`src/rtl/lcdt_pkg.sv`:
```
// Shared definitions for the LCD frame timing generator.
// Assumes: one clock domain, all configuration inputs static outside reset.
package lcdt_pkg;
    // Per-line events passed from the line counter to its consumers.
    typedef struct packed {
        logic line_tick;    // line boundary: line_clk falls on this edge
        logic frame_start;  // line boundary that wraps the frame to line 0
    } lcdt_evt_t;
endpackage

```
`src/rtl/lcdt_clkdiv.sv`:
```
// Divides the system clock by two to form the line clock.
// Assumes: synchronous active-low reset; line_tick marks the edge on which
// line_clk falls, which is where a new line begins.
module lcdt_clkdiv (
    input  logic clk,
    input  logic rst_n,
    output logic line_clk,
    output logic line_tick
);
    logic phase_q;
    logic run_q;

    // Toggle the phase every edge; low while in reset.
    always_ff @(posedge clk) begin
        if (!rst_n) phase_q <= 1'b0;
        else        phase_q <= ~phase_q;
    end

    // Remember that the previous edge was already out of reset.
    always_ff @(posedge clk) begin
        if (!rst_n) run_q <= 1'b0;
        else        run_q <= 1'b1;
    end

    assign line_clk  = phase_q;
    assign line_tick = phase_q;

    // line clock alternates on every edge once running
    a_r1_line_clk_toggles: assert property (@(posedge clk) disable iff (!rst_n)
        run_q |-> (line_clk != $past(line_clk)));
endmodule

```
`src/rtl/lcdt_line_ctr.sv`:
```
// Counts lines within a frame and forms the first-line marker.
// Assumes: long_frame is static outside reset. The counter resets to the last
// line so that the first line boundary after reset opens frame 0.
module lcdt_line_ctr #(
    parameter int SHORT_LINES = 120,
    parameter int LONG_LINES  = 240,
    parameter int LINE_W      = 8
) (
    input  logic                clk,
    input  logic                rst_n,
    input  logic                long_frame,
    input  logic                line_tick,
    output lcdt_pkg::lcdt_evt_t evt,
    output logic                frame_mark
);
    logic [LINE_W-1:0] line_idx;
    logic [LINE_W-1:0] last_line;
    logic              wrap;

    // Last line index for the selected frame length.
    always_comb begin
        last_line = long_frame ? LINE_W'(LONG_LINES - 1) : LINE_W'(SHORT_LINES - 1);
        wrap      = (line_idx >= last_line);
    end

    // Advance the line index on each line boundary, wrapping at frame end.
    always_ff @(posedge clk) begin
        if (!rst_n)         line_idx <= last_line;
        else if (line_tick) line_idx <= wrap ? '0 : line_idx + 1'b1;
    end

    // Hold the marker high for the whole of line 0.
    always_ff @(posedge clk) begin
        if (!rst_n)         frame_mark <= 1'b0;
        else if (line_tick) frame_mark <= wrap;
    end

    assign evt.line_tick   = line_tick;
    assign evt.frame_start = line_tick & wrap;

    // the marker is only ever seen on line 0
    a_r3_mark_on_line0: assert property (@(posedge clk) disable iff (!rst_n)
        frame_mark |-> (line_idx == '0));
    // the line index stays inside the selected frame
    a_r2_index_in_frame: assert property (@(posedge clk) disable iff (!rst_n)
        line_idx <= last_line);
endmodule

```
`src/rtl/lcdt_alt_gen.sv`:
```
// Builds the alternating polarity signal from a free-running line count and
// an optional per-frame toggle.
// Assumes: inv_lines static outside reset; 0 disables line alternation and
// values below INV_MIN are raised to INV_MIN.
module lcdt_alt_gen #(
    parameter int INV_W   = 6,
    parameter int INV_MIN = 10
) (
    input  logic                clk,
    input  logic                rst_n,
    input  lcdt_pkg::lcdt_evt_t evt,
    input  logic [INV_W-1:0]    inv_lines,
    input  logic                frame_xor_en,
    output logic                alt_out
);
    logic [INV_W-1:0] n_eff;
    logic [INV_W-1:0] alt_cnt;
    logic             line_alt;
    logic             frame_alt;
    logic             at_end;

    // Effective inversion period after clamping small values.
    always_comb begin
        if (inv_lines == '0)                  n_eff = '0;
        else if (inv_lines < INV_W'(INV_MIN)) n_eff = INV_W'(INV_MIN);
        else                                  n_eff = inv_lines;
        at_end = (n_eff != '0) && (alt_cnt >= n_eff - 1'b1);
    end

    // Count lines across frame boundaries; flip the line waveform at the period end.
    always_ff @(posedge clk) begin
        if (!rst_n) begin
            alt_cnt  <= '0;
            line_alt <= 1'b0;
        end else if (evt.line_tick && n_eff != '0) begin
            alt_cnt  <= at_end ? '0 : alt_cnt + 1'b1;
            line_alt <= line_alt ^ at_end;
        end
    end

    // Flip the frame waveform at every frame start.
    always_ff @(posedge clk) begin
        if (!rst_n)               frame_alt <= 1'b0;
        else if (evt.frame_start) frame_alt <= ~frame_alt;
    end

    assign alt_out = line_alt ^ (frame_xor_en & frame_alt);

    // with alternation disabled the line waveform never moves
    a_r5_hold_when_off: assert property (@(posedge clk) disable iff (!rst_n)
        (n_eff == '0) |=> $stable(line_alt));
    // no flip before the period has elapsed
    a_r4_no_early_flip: assert property (@(posedge clk) disable iff (!rst_n)
        (!at_end) |=> $stable(line_alt));
    // the effective period is never below the minimum
    a_r6_period_floor: assert property (@(posedge clk) disable iff (!rst_n)
        (inv_lines != '0) |-> (n_eff >= INV_W'(INV_MIN)));
endmodule

```
`src/rtl/lcdt_doc_ctl.sv`:
```
// Display enable control: holds the display off for a number of frames after
// reset and whenever blanking is requested.
// Assumes: frame_start pulses once per frame, the first one one line after reset.
module lcdt_doc_ctl #(
    parameter int HOLD_FRAMES = 4,
    parameter int HOLD_W      = 3
) (
    input  logic                clk,
    input  logic                rst_n,
    input  lcdt_pkg::lcdt_evt_t evt,
    input  logic                blank_n,
    output logic                disp_en
);
    logic [HOLD_W-1:0] hold_cnt;
    logic [HOLD_W-1:0] hold_nx;

    // Next hold-off count, saturating at the target.
    always_comb begin
        hold_nx = hold_cnt;
        if (evt.frame_start && hold_cnt != HOLD_W'(HOLD_FRAMES))
            hold_nx = hold_cnt + 1'b1;
    end

    // Register the frame count since reset.
    always_ff @(posedge clk) begin
        if (!rst_n) hold_cnt <= '0;
        else        hold_cnt <= hold_nx;
    end

    // Enable once the hold-off is over and no blank is requested.
    always_ff @(posedge clk) begin
        if (!rst_n) disp_en <= 1'b0;
        else        disp_en <= blank_n && (hold_nx == HOLD_W'(HOLD_FRAMES));
    end

    // enable only after the full hold-off
    a_r10_holdoff_done: assert property (@(posedge clk) disable iff (!rst_n)
        disp_en |-> (hold_cnt == HOLD_W'(HOLD_FRAMES)));
    // a blank request turns the display off on the next edge
    a_r11_blank_off: assert property (@(posedge clk) disable iff (!rst_n)
        (!blank_n) |=> !disp_en);
endmodule

```
`src/rtl/lcd_frame_timing.sv`:
```
// Top of the LCD frame timing generator (master timing only).
// Assumes: configuration inputs change only while rst_n is low.
module lcd_frame_timing #(
    parameter int SHORT_LINES = 120,
    parameter int LONG_LINES  = 240,
    parameter int INV_W       = 6,
    parameter int INV_MIN     = 10,
    parameter int HOLD_FRAMES = 4
) (
    input  logic             clk,
    input  logic             rst_n,
    input  logic             long_frame,
    input  logic [INV_W-1:0] inv_lines,
    input  logic             frame_xor_en,
    input  logic             blank_n,
    output logic             line_clk,
    output logic             frame_mark,
    output logic             alt_out,
    output logic             disp_en
);
    localparam int LINE_W = $clog2(LONG_LINES);
    localparam int HOLD_W = $clog2(HOLD_FRAMES + 1);

    logic                line_tick;
    lcdt_pkg::lcdt_evt_t evt;

    lcdt_clkdiv u_clkdiv (
        .clk       (clk),
        .rst_n     (rst_n),
        .line_clk  (line_clk),
        .line_tick (line_tick)
    );

    lcdt_line_ctr #(
        .SHORT_LINES (SHORT_LINES),
        .LONG_LINES  (LONG_LINES),
        .LINE_W      (LINE_W)
    ) u_line_ctr (
        .clk        (clk),
        .rst_n      (rst_n),
        .long_frame (long_frame),
        .line_tick  (line_tick),
        .evt        (evt),
        .frame_mark (frame_mark)
    );

    lcdt_alt_gen #(
        .INV_W   (INV_W),
        .INV_MIN (INV_MIN)
    ) u_alt_gen (
        .clk          (clk),
        .rst_n        (rst_n),
        .evt          (evt),
        .inv_lines    (inv_lines),
        .frame_xor_en (frame_xor_en),
        .alt_out      (alt_out)
    );

    lcdt_doc_ctl #(
        .HOLD_FRAMES (HOLD_FRAMES),
        .HOLD_W      (HOLD_W)
    ) u_doc_ctl (
        .clk     (clk),
        .rst_n   (rst_n),
        .evt     (evt),
        .blank_n (blank_n),
        .disp_en (disp_en)
    );

    // a reset edge leaves every output low
    a_r9_reset_quiet: assert property (@(posedge clk)
        (!rst_n) |=> (!line_clk && !frame_mark && !alt_out && !disp_en));
endmodule

```
`config.mk`:
```
export PLATFORM = sky130hd
export DESIGN_NAME = lcd_frame_timing
export DESIGN_NICKNAME = d
export VERILOG_FILES = /design/src/rtl/lcdt_pkg.sv /design/src/rtl/lcdt_clkdiv.sv /design/src/rtl/lcdt_line_ctr.sv /design/src/rtl/lcdt_alt_gen.sv /design/src/rtl/lcdt_doc_ctl.sv /design/src/rtl/lcd_frame_timing.sv
export SDC_FILE = /design/constraint.sdc
export NUM_CORES = 1
export LEC_CHECK = 0
export CORE_MARGIN = 2
export CORE_UTILIZATION = 55
export DETAILED_ROUTE_END_ITERATION = 16
export PLACE_DENSITY = 0.83
export SLEW_MARGIN = 20
export SYNTH_ARGS = -nofsm -noshare
export SYNTH_HDL_FRONTEND = slang
export SYNTH_HIERARCHICAL = 1
export SYNTH_SLANG_ARGS = --single-unit
```
`constraint.sdc`:
```
create_clock -name clk -period 4.15 [get_ports clk]
set_clock_uncertainty 0.1 [all_clocks]
set_input_delay 0.83 -clock clk [delete_from_list [all_inputs] [get_ports clk]]
set_output_delay 0.83 -clock clk [all_outputs]
set_load 0.05 [all_outputs]
```
# --- Word level (Yosys, flattened, before mapping) ---
# Index checks and enable logic that the tools add are counted.
op_classes:
  addsub: 4
  magnitude_cmp: 3
  n_eq_ne: 3
  n_mux: 8
  n_bitwise: 6
  reduce_logical: 6
ops:
  columns: ["op", "n"]
  rows:
  - ["two-way mux 8 bit", 4]
  - ["two-way mux 6 bit", 3]
  - ["adder 8 x 1 -> 8 bit, second input constant", 1]
  - [">= comparator 8 bit", 1]
  - ["adder 6 x 1 -> 6 bit, second input constant", 1]
  - [">= comparator 6 bit", 1]
  - ["zero test 6 bit", 1]
  - ["< comparator 6 x 4 -> 1 bit, second input constant", 1]
  - ["nonzero test 6 bit", 1]
  - ["subtractor 6 x 1 -> 6 bit, second input constant", 1]
  - ["logical AND 1 bit", 4]
  - ["adder 3 x 1 -> 3 bit, second input constant", 1]
  - ["== test 3 bit, second input constant", 1]
  - ["two-way mux 3 bit", 1]
  - ["inequality test 3 bit, second input constant", 1]
  - ["bitwise AND 1 bit", 2]
  - ["inequality test 2 x 1 -> 1 bit, second input constant", 1]
  - ["inverter 1 bit", 2]
  - ["bitwise XOR 1 bit", 2]
totals:
  reg_bits: 22
  input_bits: 11
  out_inout_bits: 4
  elab_cells: 38

# --- Logic depth before layout (Yosys ltp) ---
# Gate-level depths: netlist of run 1.
logic_depth:
  depth_word: 7
  depth_mapped: 14
  mapped_depth_nobuf: 14

# --- Modules after synthesis ---
# Netlist of run 1, hierarchy kept.
by_module_without_submodules:
  columns: ["mod", "n_inst", "cells_each", "area_per_inst_um2", "seq_area_each_um2"]
  rows:
  - ["lcdt_alt_gen", 1, 77, 668.1, 160.2]
  - ["lcdt_line_ctr", 1, 50, 548.0, 260.2]
  - ["lcdt_doc_ctl", 1, 20, 215.2, 80.1]
  - ["lcdt_clkdiv", 1, 3, 41.3, 20.0]

# --- Worst setup path before layout of run 1 ---
# OpenSTA, ideal clock, no wires.
synth_path:
  path_kind: "input-to-reg"
  from: "input port inv_lines[2]"
  to: "register u_alt_gen.alt_cnt[0]"
  setup_time_ns: 0.074
  arrival_ns: 3.270
  required_time_ns: 3.976
  setup_slack_ns: 0.705
  stages: 14
  path_buffers: 0
  cell_sequence: "nor3_1 -> a21oi_1 -> a21oi_1 -> ha_1 -> or2b_4 -> nor2_1 -> o21ai_0 -> mux2_2 -> ha_1 -> o21ai_0 -> o21ai_0 -> a21o_1 -> or3_2 -> o21ai_0"
synth_between:
  elab_chain_len: 7
  word_cells_on_any_way: 10
  cone_classes: "1 x add/sub; 2 x order compare; 3 x mux; 4 x reduce/logical"
synth_lines:
  columns: ["element", "line", "text"]
  rows:
  - ["start, declared", "lcd_frame_timing.sv:13", "input logic [INV_W-1:0] inv_lines,"]
  - ["< comparator 6 x 4 -> 1 bit", "lcdt_alt_gen.sv:25", "else if (inv_lines < INV_W'(INV_MIN)) n_eff = INV_W'(INV_MIN);"]
  - ["two-way mux 6 bit", "lcdt_alt_gen.sv:25", null]
  - ["two-way mux 6 bit (*)", "lcdt_alt_gen.sv:24", "if (inv_lines == '0) n_eff = '0;"]
  - ["subtractor 6 x 1 -> 6 bit", "lcdt_alt_gen.sv:27", "at_end = (n_eff != '0) && (alt_cnt >= n_eff - 1'b1);"]
  - [">= comparator 6 bit", "lcdt_alt_gen.sv:27", null]
  - ["logical AND 1 bit", "lcdt_alt_gen.sv:27", null]
  - ["two-way mux 6 bit", "lcdt_alt_gen.sv:36", "alt_cnt <= at_end ? '0 : alt_cnt + 1'b1;"]
  - ["end signal, assigned", "lcdt_alt_gen.sv:36", null]
  - ["end, declared", "lcdt_alt_gen.sv:17", "logic [INV_W-1:0] alt_cnt;"]
# Every way passes the cells marked *; elsewhere a longest branch is shown, timed or not.
# A chain may end at the register's enable or synchronous reset.

# --- Worst setup path after layout of run 1 ---
# Ends and elaborated chain as after synthesis.

==> results of run 1 <==
[stage by stage]
stage / utilization (%) / setup slack (ns) / instance area, µm² / hold slack, ns
3_5_place_dp: 66.9 / -0.0357 / 1670 / 0.407
5_1_grt: 69.6 / 0.0151 / 1740 / 0.456
2_1_floorplan: - / 0.705 / 1470 / 0.371
3_3_place_gp: 66.9 / 0.169 / 1670 / 0.397
4_1_cts: 69.0 / 0.176 / 1730 / 0.426
6_report: 69.6 / 0.180 / 1740 / 0.428
[kinds of logic after synthesis]
group	after synthesis
flops	22
fa+ha+maj	14
simple gates	52
mux	2
buf+inv	8
compound gates	40
xor+xnor	12
[registers in the layout, indices dropped and copies added, names as in the netlist]
| name | flops |
|---|---|
| u_doc_ctl/hold_cnt | 3 |
| u_doc_ctl/disp_en | 1 |
| u_clkdiv/line_clk | 1 |
| u_line_ctr/line_idx | 8 |
| u_alt_gen/line_alt | 1 |
| u_alt_gen/frame_alt | 1 |
| u_line_ctr/frame_mark | 1 |
| u_alt_gen/alt_cnt | 6 |
[path summary, 6_finish.rpt]
kind / to / slack (ns) / cells after the start
min reg2reg: u_alt_gen/alt_cnt[5]$_SDFFE_PN0P_ / 0.43 / 1
min: u_alt_gen/alt_cnt[5]$_SDFFE_PN0P_ / 0.43 / 1
max reg2reg: u_doc_ctl/disp_en$_SDFF_PN0_ / 1.78 / 8
max: u_alt_gen/alt_cnt[0]$_SDFFE_PN0P_ / 0.18 / 15
[metal layers]
metal / routed length, µm / global-route usage (%) / vias to the layer above
li1: - / - / 585
met1: 1380 / 25.7 / 562
met2: 1440 / 34.2 / 24
met3: 99 / 5.58 / 10
met4: 84 / 7.67 / 0
met5: 0 / 0 / -
[repair_timing]
action	4_1_cts	5_1_grt
gates resized for setup	0	4
hold endpoints to repair	0	0
endpoints found under the setup margin	0	7
hold buffers	0	0
[cells in the final DEF, fill, tap and decap left out, types with 2 or more instances in the layout]
master and count:
a21boi_0 2, a22o_1 4, a21o_1 2, buf_4 5
xnor2_1 7, nor3_1 2, xor2_1 5, nand3_1 5
clkbuf_4 3, or3_2 2, clkdlybuf4s50_1 14, a21oi_1 4
ha_1 14, inv_1 6, a211oi_2 2, o21ai_2 2
and3_1 4, a21oi_2 2, and2_1 4, nor2b_1 7
nor2_1 7, edfxtp_1 8, nand2b_1 3, nand2_1 6
nor3_2 2, o21ai_0 15, dfxtp_1 14
[power by group through the flow]
stage | clock (W) | sequential, W | combinational [W]
finish | 0.000162 | 0.000260 | 0.000132
global route | 0.000174 | 0.000261 | 0.000146
CTS | 0.000166 | 0.000259 | 0.000129
detailed placement | 0 | 0.000264 | 0.000127
global placement | 0 | 0.000262 | 0.000121
floorplan | 0 | 0.000264 | 0.0000851
[cell type report]
type | count | area (µm²)
repair buffers | 19 | 178
flip-flops and latches | 22 | 520
inverters | 6 | 22.5
clock buffers | 3 | 22.5
fillers | 188 | 759
multi-input cells | 120 | 930
well taps | 30 | 37.5
clock inverters | 1 | 30.0
==> results.py, run 1 <==
metrics = {
    "yosys": {
        "synthSimpleGateAreaFrac_pct": 21.8,
        "ys_seq_area_share_pct": 35.3,
        "syn_area_per_cell_um2": 9.82,
        "ys_ff_latch": 22,
        "synth_common_cells": "16 x o21ai_0, 14 x dfxtp_1, 14 x ha_1, 8 x edfxtp_1",
        "synth_top_family_by_area": "simple AND/OR/NAND/NOR gates",
        "synth_top_area_cell": "dfxtp_1",
        "yosysMostFrequentCell": "o21ai_0",
        "postSynthCellCount": 150,
        "synthMuxAreaShare_pct": 1.44,
        "synth_edf_count": 8,
        "syn_area_um2": 1470,
        "synth_ff_type": "dfxtp_1",
        "synth-async-reset-ratio_pct": 0,
        "synth_xor_area_share_pct": 7.14,
        "synth-compound-area-share_pct": 19.9,
        "synth_fa_ha_area_share_pct": 11.9,
        "synthTopCellsByArea": "dfxtp_1 19%, edfxtp_1 16%, ha_1 12%",
        "syn-num-nets": 175,
        "synth_cell_types": 43,
        "ys_warn_count": 6,
        "synth_top_area_share_pct": 19.0,
    },
    "timing": {
        "slew_viol_final": 0,
        "grt_setup_unrepaired": "no",
        "hold_viol": 0,
        "setup-violations-final": 0,
        "worstMarginPinSlew_ns": 0.556,
        "period_needed_ns": 3.97,
        "fmax_ghz": 0.252,
        "period_share_pct": 95.7,
        "maxSlewHeadroom_pct": 62.8,
        "finalSetupTns_ns": 0,
    },
    "placement": {
        "gp_congestion": 0.884,
        "dp.cells": 197,
        "io_buffers": 14,
        "dp_hpwl_mm": 2.20,
    },
    "setup_path": {
        "cp_max_fo": 6,
        "startpoint": "inv_lines[2]",
        "crit_type": "input port to register",
        "worstPathArrival_ns": 4.09,
        "end_kind": "register",
        "r2r-start": "u_line_ctr/line_idx[4]$_DFFE_PP_",
        "cp_slowest_cell": "clkdlybuf4s50_1",
        "start_kind": "input port",
        "cp_common_cell": "o21ai_0",
        "crit_chain": "clkdlybuf4s50_1 > nor3_2 > a21oi_1 > a21oi_1 > ha_1 > or2b_4 > nor2_1 > o21ai_0 > mux2_2 > ha_1 > o21ai_1 > o21ai_0 > a21o_1 > or3_2 > o21ai_0",
        "path_buf_inv": 1,
        "critPathTopFamily": "simple AND/OR/NAND/NOR gates",
        "cp.required_ns": 4.27,
        "cpPeakStageDelay_ns": 0.51,
    },
    "power": {
        "vdd_drop_max_uv": 253,
        "p_sw_share_pct": 27.5,
        "p_comb_share_pct": 23.8,
        "p_per_area_nw_per_um2": 318,
        "p_switching_w": 0.000152,
        "p_clk_share_pct": 29.2,
        "p_int_w": 0.000401,
        "p_leak_nw": 0.700,
        "pwr-share-seq_pct": 46.9,
        "finalPower_w": 0.000553,
    },
    "finish": {
        "nets": 197,
        "syn2layout_area_growth_pct": 18.2,
        "fin_cells": 201,
        "antenna_cells": 0,
        "layout-drive-gt1-share_pct": 17.0,
    },
    "clocking": {
        "cts_tree": "built",
        "cts_sinks": 22,
        "clock_latency_ns": 0.31,
        "post-cts-setup-buffers": 0,
        "clk_pin_slew_ns": 0.11,
        "numCtsBuffers": 3,
        "max-clock-path-buffers": 2,
        "cts.htree.levels": 1,
        "clockRootBuffer": "clkbuf_4",
    },
    "drt": {
        "drc": 0,
        "via_per_inst": 5.88,
        "firstDrtPassIters": 4,
        "first_iter_violations": 23,
        "dr_total_vias": 1181,
        "wl_per_cell_um": 15.0,
        "antenna_left": 0,
        "drt-total-wl_mm": 3.01,
    },
    "status": {
        "status": "finished clean",
    },
    "global_routing": {
        "grt_usage_pct": 20.7,
        "grt_pass1_vias": 1172,
        "grt_pass1_wl_mm": 5.11,
        "grt_overflow": 0,
        "antenna_found_initial": 0,
        "grt_max_degree": 20,
    },
    "floorplanning": {
        "fp.dieH_um": 55.7,
        "dieArea_um2": 3110,
        "core_area_um2": 2500,
        "rows": 18,
        "io_pins": 15,
        "initial_core_util_pct": 58.9,
        "die_w_um": 55.7,
    },
    "worst_hold_path": {
        "hp-start": "u_alt_gen/alt_cnt[5]$_SDFFE_PN0P_",
        "holdCritPathClass": "register to register",
    },
    "job": {
        "maxCapViolations": 0,
    },
}
No activity file was read; power rests on OpenSTA's default activity.
==> run 2, diff against run 1 <==
- CORE_UTILIZATION: 55 -> 56
- PLACE_DENSITY: 0.83 -> 0.84
==> run 2 against run 1 <==
  * Setup slack better by 0.14 ns
  * First-iteration DRC count rose by 39%
  * Global-route usage decreased by 0.74 points
  * Flip-flop and latch count unchanged
  * Worst hold slack worse by 0.0024 ns
  * Maximum frequency is 3.7% higher
  * Power shrank 12%
  * Die area down 1.7%
  * Highest routed layer unchanged
==> results.py, run 2 (synthesis results as in run 1) <==
metrics = {
    "floorplanning": {
        "dieArea_um2": 3060,
        "core_area_um2": 2480,
        "die_w_um": 55.3,
        "initial_core_util_pct": 59.4,
        "io_pins": 15,
        "fp.dieH_um": 55.3,
        "rows": 18,
    },
    "timing": {
        "setup-violations-final": 0,
        "slew_viol_final": 0,
        "fmax_ghz": 0.261,
        "finalSetupTns_ns": 0,
        "fin_hold_ws_ns": 0.426,
        "worstMarginPinSlew_ns": 0.599,
        "grt_setup_unrepaired": "no",
        "period_needed_ns": 3.83,
        "hold_viol": 0,
        "maxSlewHeadroom_pct": 60.0,
        "period_share_pct": 92.2,
    },
    "finish": {
        "fin_cells": 200,
        "largest-register": "u_line_ctr/line_idx",
        "multi_input_area_um2": 915,
        "fill_cells": 215,
        "reg.largest.list": "u_line_ctr/line_idx: 8 flops, u_alt_gen/alt_cnt: 6 flops, u_doc_ctl/hold_cnt: 3 flops",
        "regArea_um2": 520,
        "fin_util_pct": 68.3,
        "layout-drive-gt1-share_pct": 14.1,
        "nets": 196,
        "final_common_cell": "o21ai_0",
        "syn2layout_area_growth_pct": 14.9,
        "largest_register_ffs": 8,
        "layout_common_cells": "15 x o21ai_0, 14 x clkdlybuf4s50_1, 14 x ha_1, 14 x dfxtp_1, 8 x edfxtp_1",
        "antenna_cells": 0,
    },
    "status": {
        "status": "finished clean",
    },
    "drt": {
        "drc": 0,
        "antenna_left": 0,
        "dr_total_vias": 1158,
        "wl_per_cell_um": 14.3,
        "first_iter_violations": 32,
        "drt-total-wl_mm": 2.86,
        "firstDrtPassIters": 4,
        "via_per_inst": 5.79,
    },
    "placement": {
        "dp.cells": 196,
        "io_buffers": 14,
        "gp_congestion": 0.902,
        "dp_hpwl_mm": 2.18,
    },
    "clocking": {
        "cts_resized": 0,
        "numCtsBuffers": 3,
        "cts_sinks": 22,
        "clk_pin_slew_ns": 0.12,
        "cts_tree": "built",
        "cts.htree.levels": 1,
        "clockRootBuffer": "clkbuf_4",
        "clock_latency_ns": 0.31,
        "max-clock-path-buffers": 2,
        "cts_hold_buf": 0,
        "post-cts-setup-buffers": 0,
    },
    "global_routing": {
        "grt_pass1_vias": 1171,
        "grt_usage_pct": 19.9,
        "antenna_found_initial": 0,
        "grt_max_degree": 21,
        "grt_overflow": 0,
        "grt_pass1_wl_mm": 4.97,
    },
    "setup_path": {
        "cp_max_fo": 6,
        "cp.required_ns": 4.29,
        "end_kind": "register",
        "start_kind": "input port",
        "crit_type": "input port to register",
        "worstPathArrival_ns": 3.96,
    },
    "power": {
        "vdd_drop_max_uv": 275,
        "finalPower_w": 0.000486,
        "p_comb_share_pct": 26.3,
        "p_int_w": 0.000337,
        "p_sw_share_pct": 30.6,
        "p_clk_share_pct": 20.5,
        "p_per_area_nw_per_um2": 287,
        "pwr-share-seq_pct": 53.2,
        "p_switching_w": 0.000149,
        "p_leak_nw": 0.680,
    },
    "job": {
        "maxCapViolations": 0,
    },
    "worst_hold_path": {
        "holdCritPathClass": "register to register",
    },
}
[run 2: path summary, 6_finish.rpt]
kind,cells past startpoint,startpoint,slack [ns],to
setup / recovery,15,inv_lines[2],0.32,u_alt_gen/alt_cnt[0]$_SDFFE_PN0P_
hold / removal,2,u_alt_gen/alt_cnt[1]$_SDFFE_PN0P_,0.43,u_alt_gen/alt_cnt[1]$_SDFFE_PN0P_
setup reg to reg,8,u_line_ctr/line_idx[4]$_DFFE_PP_,1.72,u_doc_ctl/disp_en$_SDFF_PN0_
hold reg to reg,2,u_alt_gen/alt_cnt[1]$_SDFFE_PN0P_,0.43,u_alt_gen/alt_cnt[1]$_SDFFE_PN0P_
[run 2: cell type report]
| type | count | area share [%] |
|---|---|---|
| inverters | 6 | 1.33 |
| clock buffers | 3 | 1.33 |
| multi-input cells | 120 | 54.1 |
| clock inverters | 1 | 0.222 |
| well taps | 30 | 2.22 |
| repair buffers | 18 | 10.1 |
| flip-flops and latches | 22 | 30.8 |
[run 2: power groups by stage]
stage          sequential, W  clock [W]  combinational (W)
2_1_floorplan       0.000264          0          0.0000851
3_3_place_gp        0.000262          0           0.000120
3_5_place_dp        0.000264          0           0.000127
4_1_cts             0.000259   0.000101           0.000128
5_1_grt             0.000261   0.000110           0.000142
6_report            0.000259  0.0000998           0.000128
[run 2: critical path, stage by stage]
cell and delay (ns):
clkdlybuf4s50_1 0.50, nor3_1 0.22, a21oi_1 0.06, a21oi_1 0.16
ha_1 0.20, or2b_4 0.29, nor2_1 0.12, o21ai_0 0.09
mux2_2 0.26, ha_1 0.19, a211oi_1 0.23, o21ai_0 0.14
a21o_1 0.17, or3_2 0.40, o21ai_0 0.09
[run 2: stage by stage]
step,setup slack [ns],cell area (µm²)
detailed placement,0.00308,1670
global route,0.0134,1690
finish,0.324,1690
floorplan,0.705,1470
CTS,0.316,1690
global placement,0.148,1670
[run 2: layer usage]
layer | vias up | global-route usage (%) | wire [µm]
li1 | 582 | - | -
met1 | 535 | 25.5 | 1220
met2 | 35 | 32.3 | 1430
met3 | 6 | 4.92 | 157
met4 | 0 | 7.67 | 44
met5 | - | 0 | 0
==> run 3, diff against run 2 <==
- SLEW_MARGIN: 20 -> unset
==> results of run 3 <==
The final DEF is identical to that of run 2; final timing and power are the same.
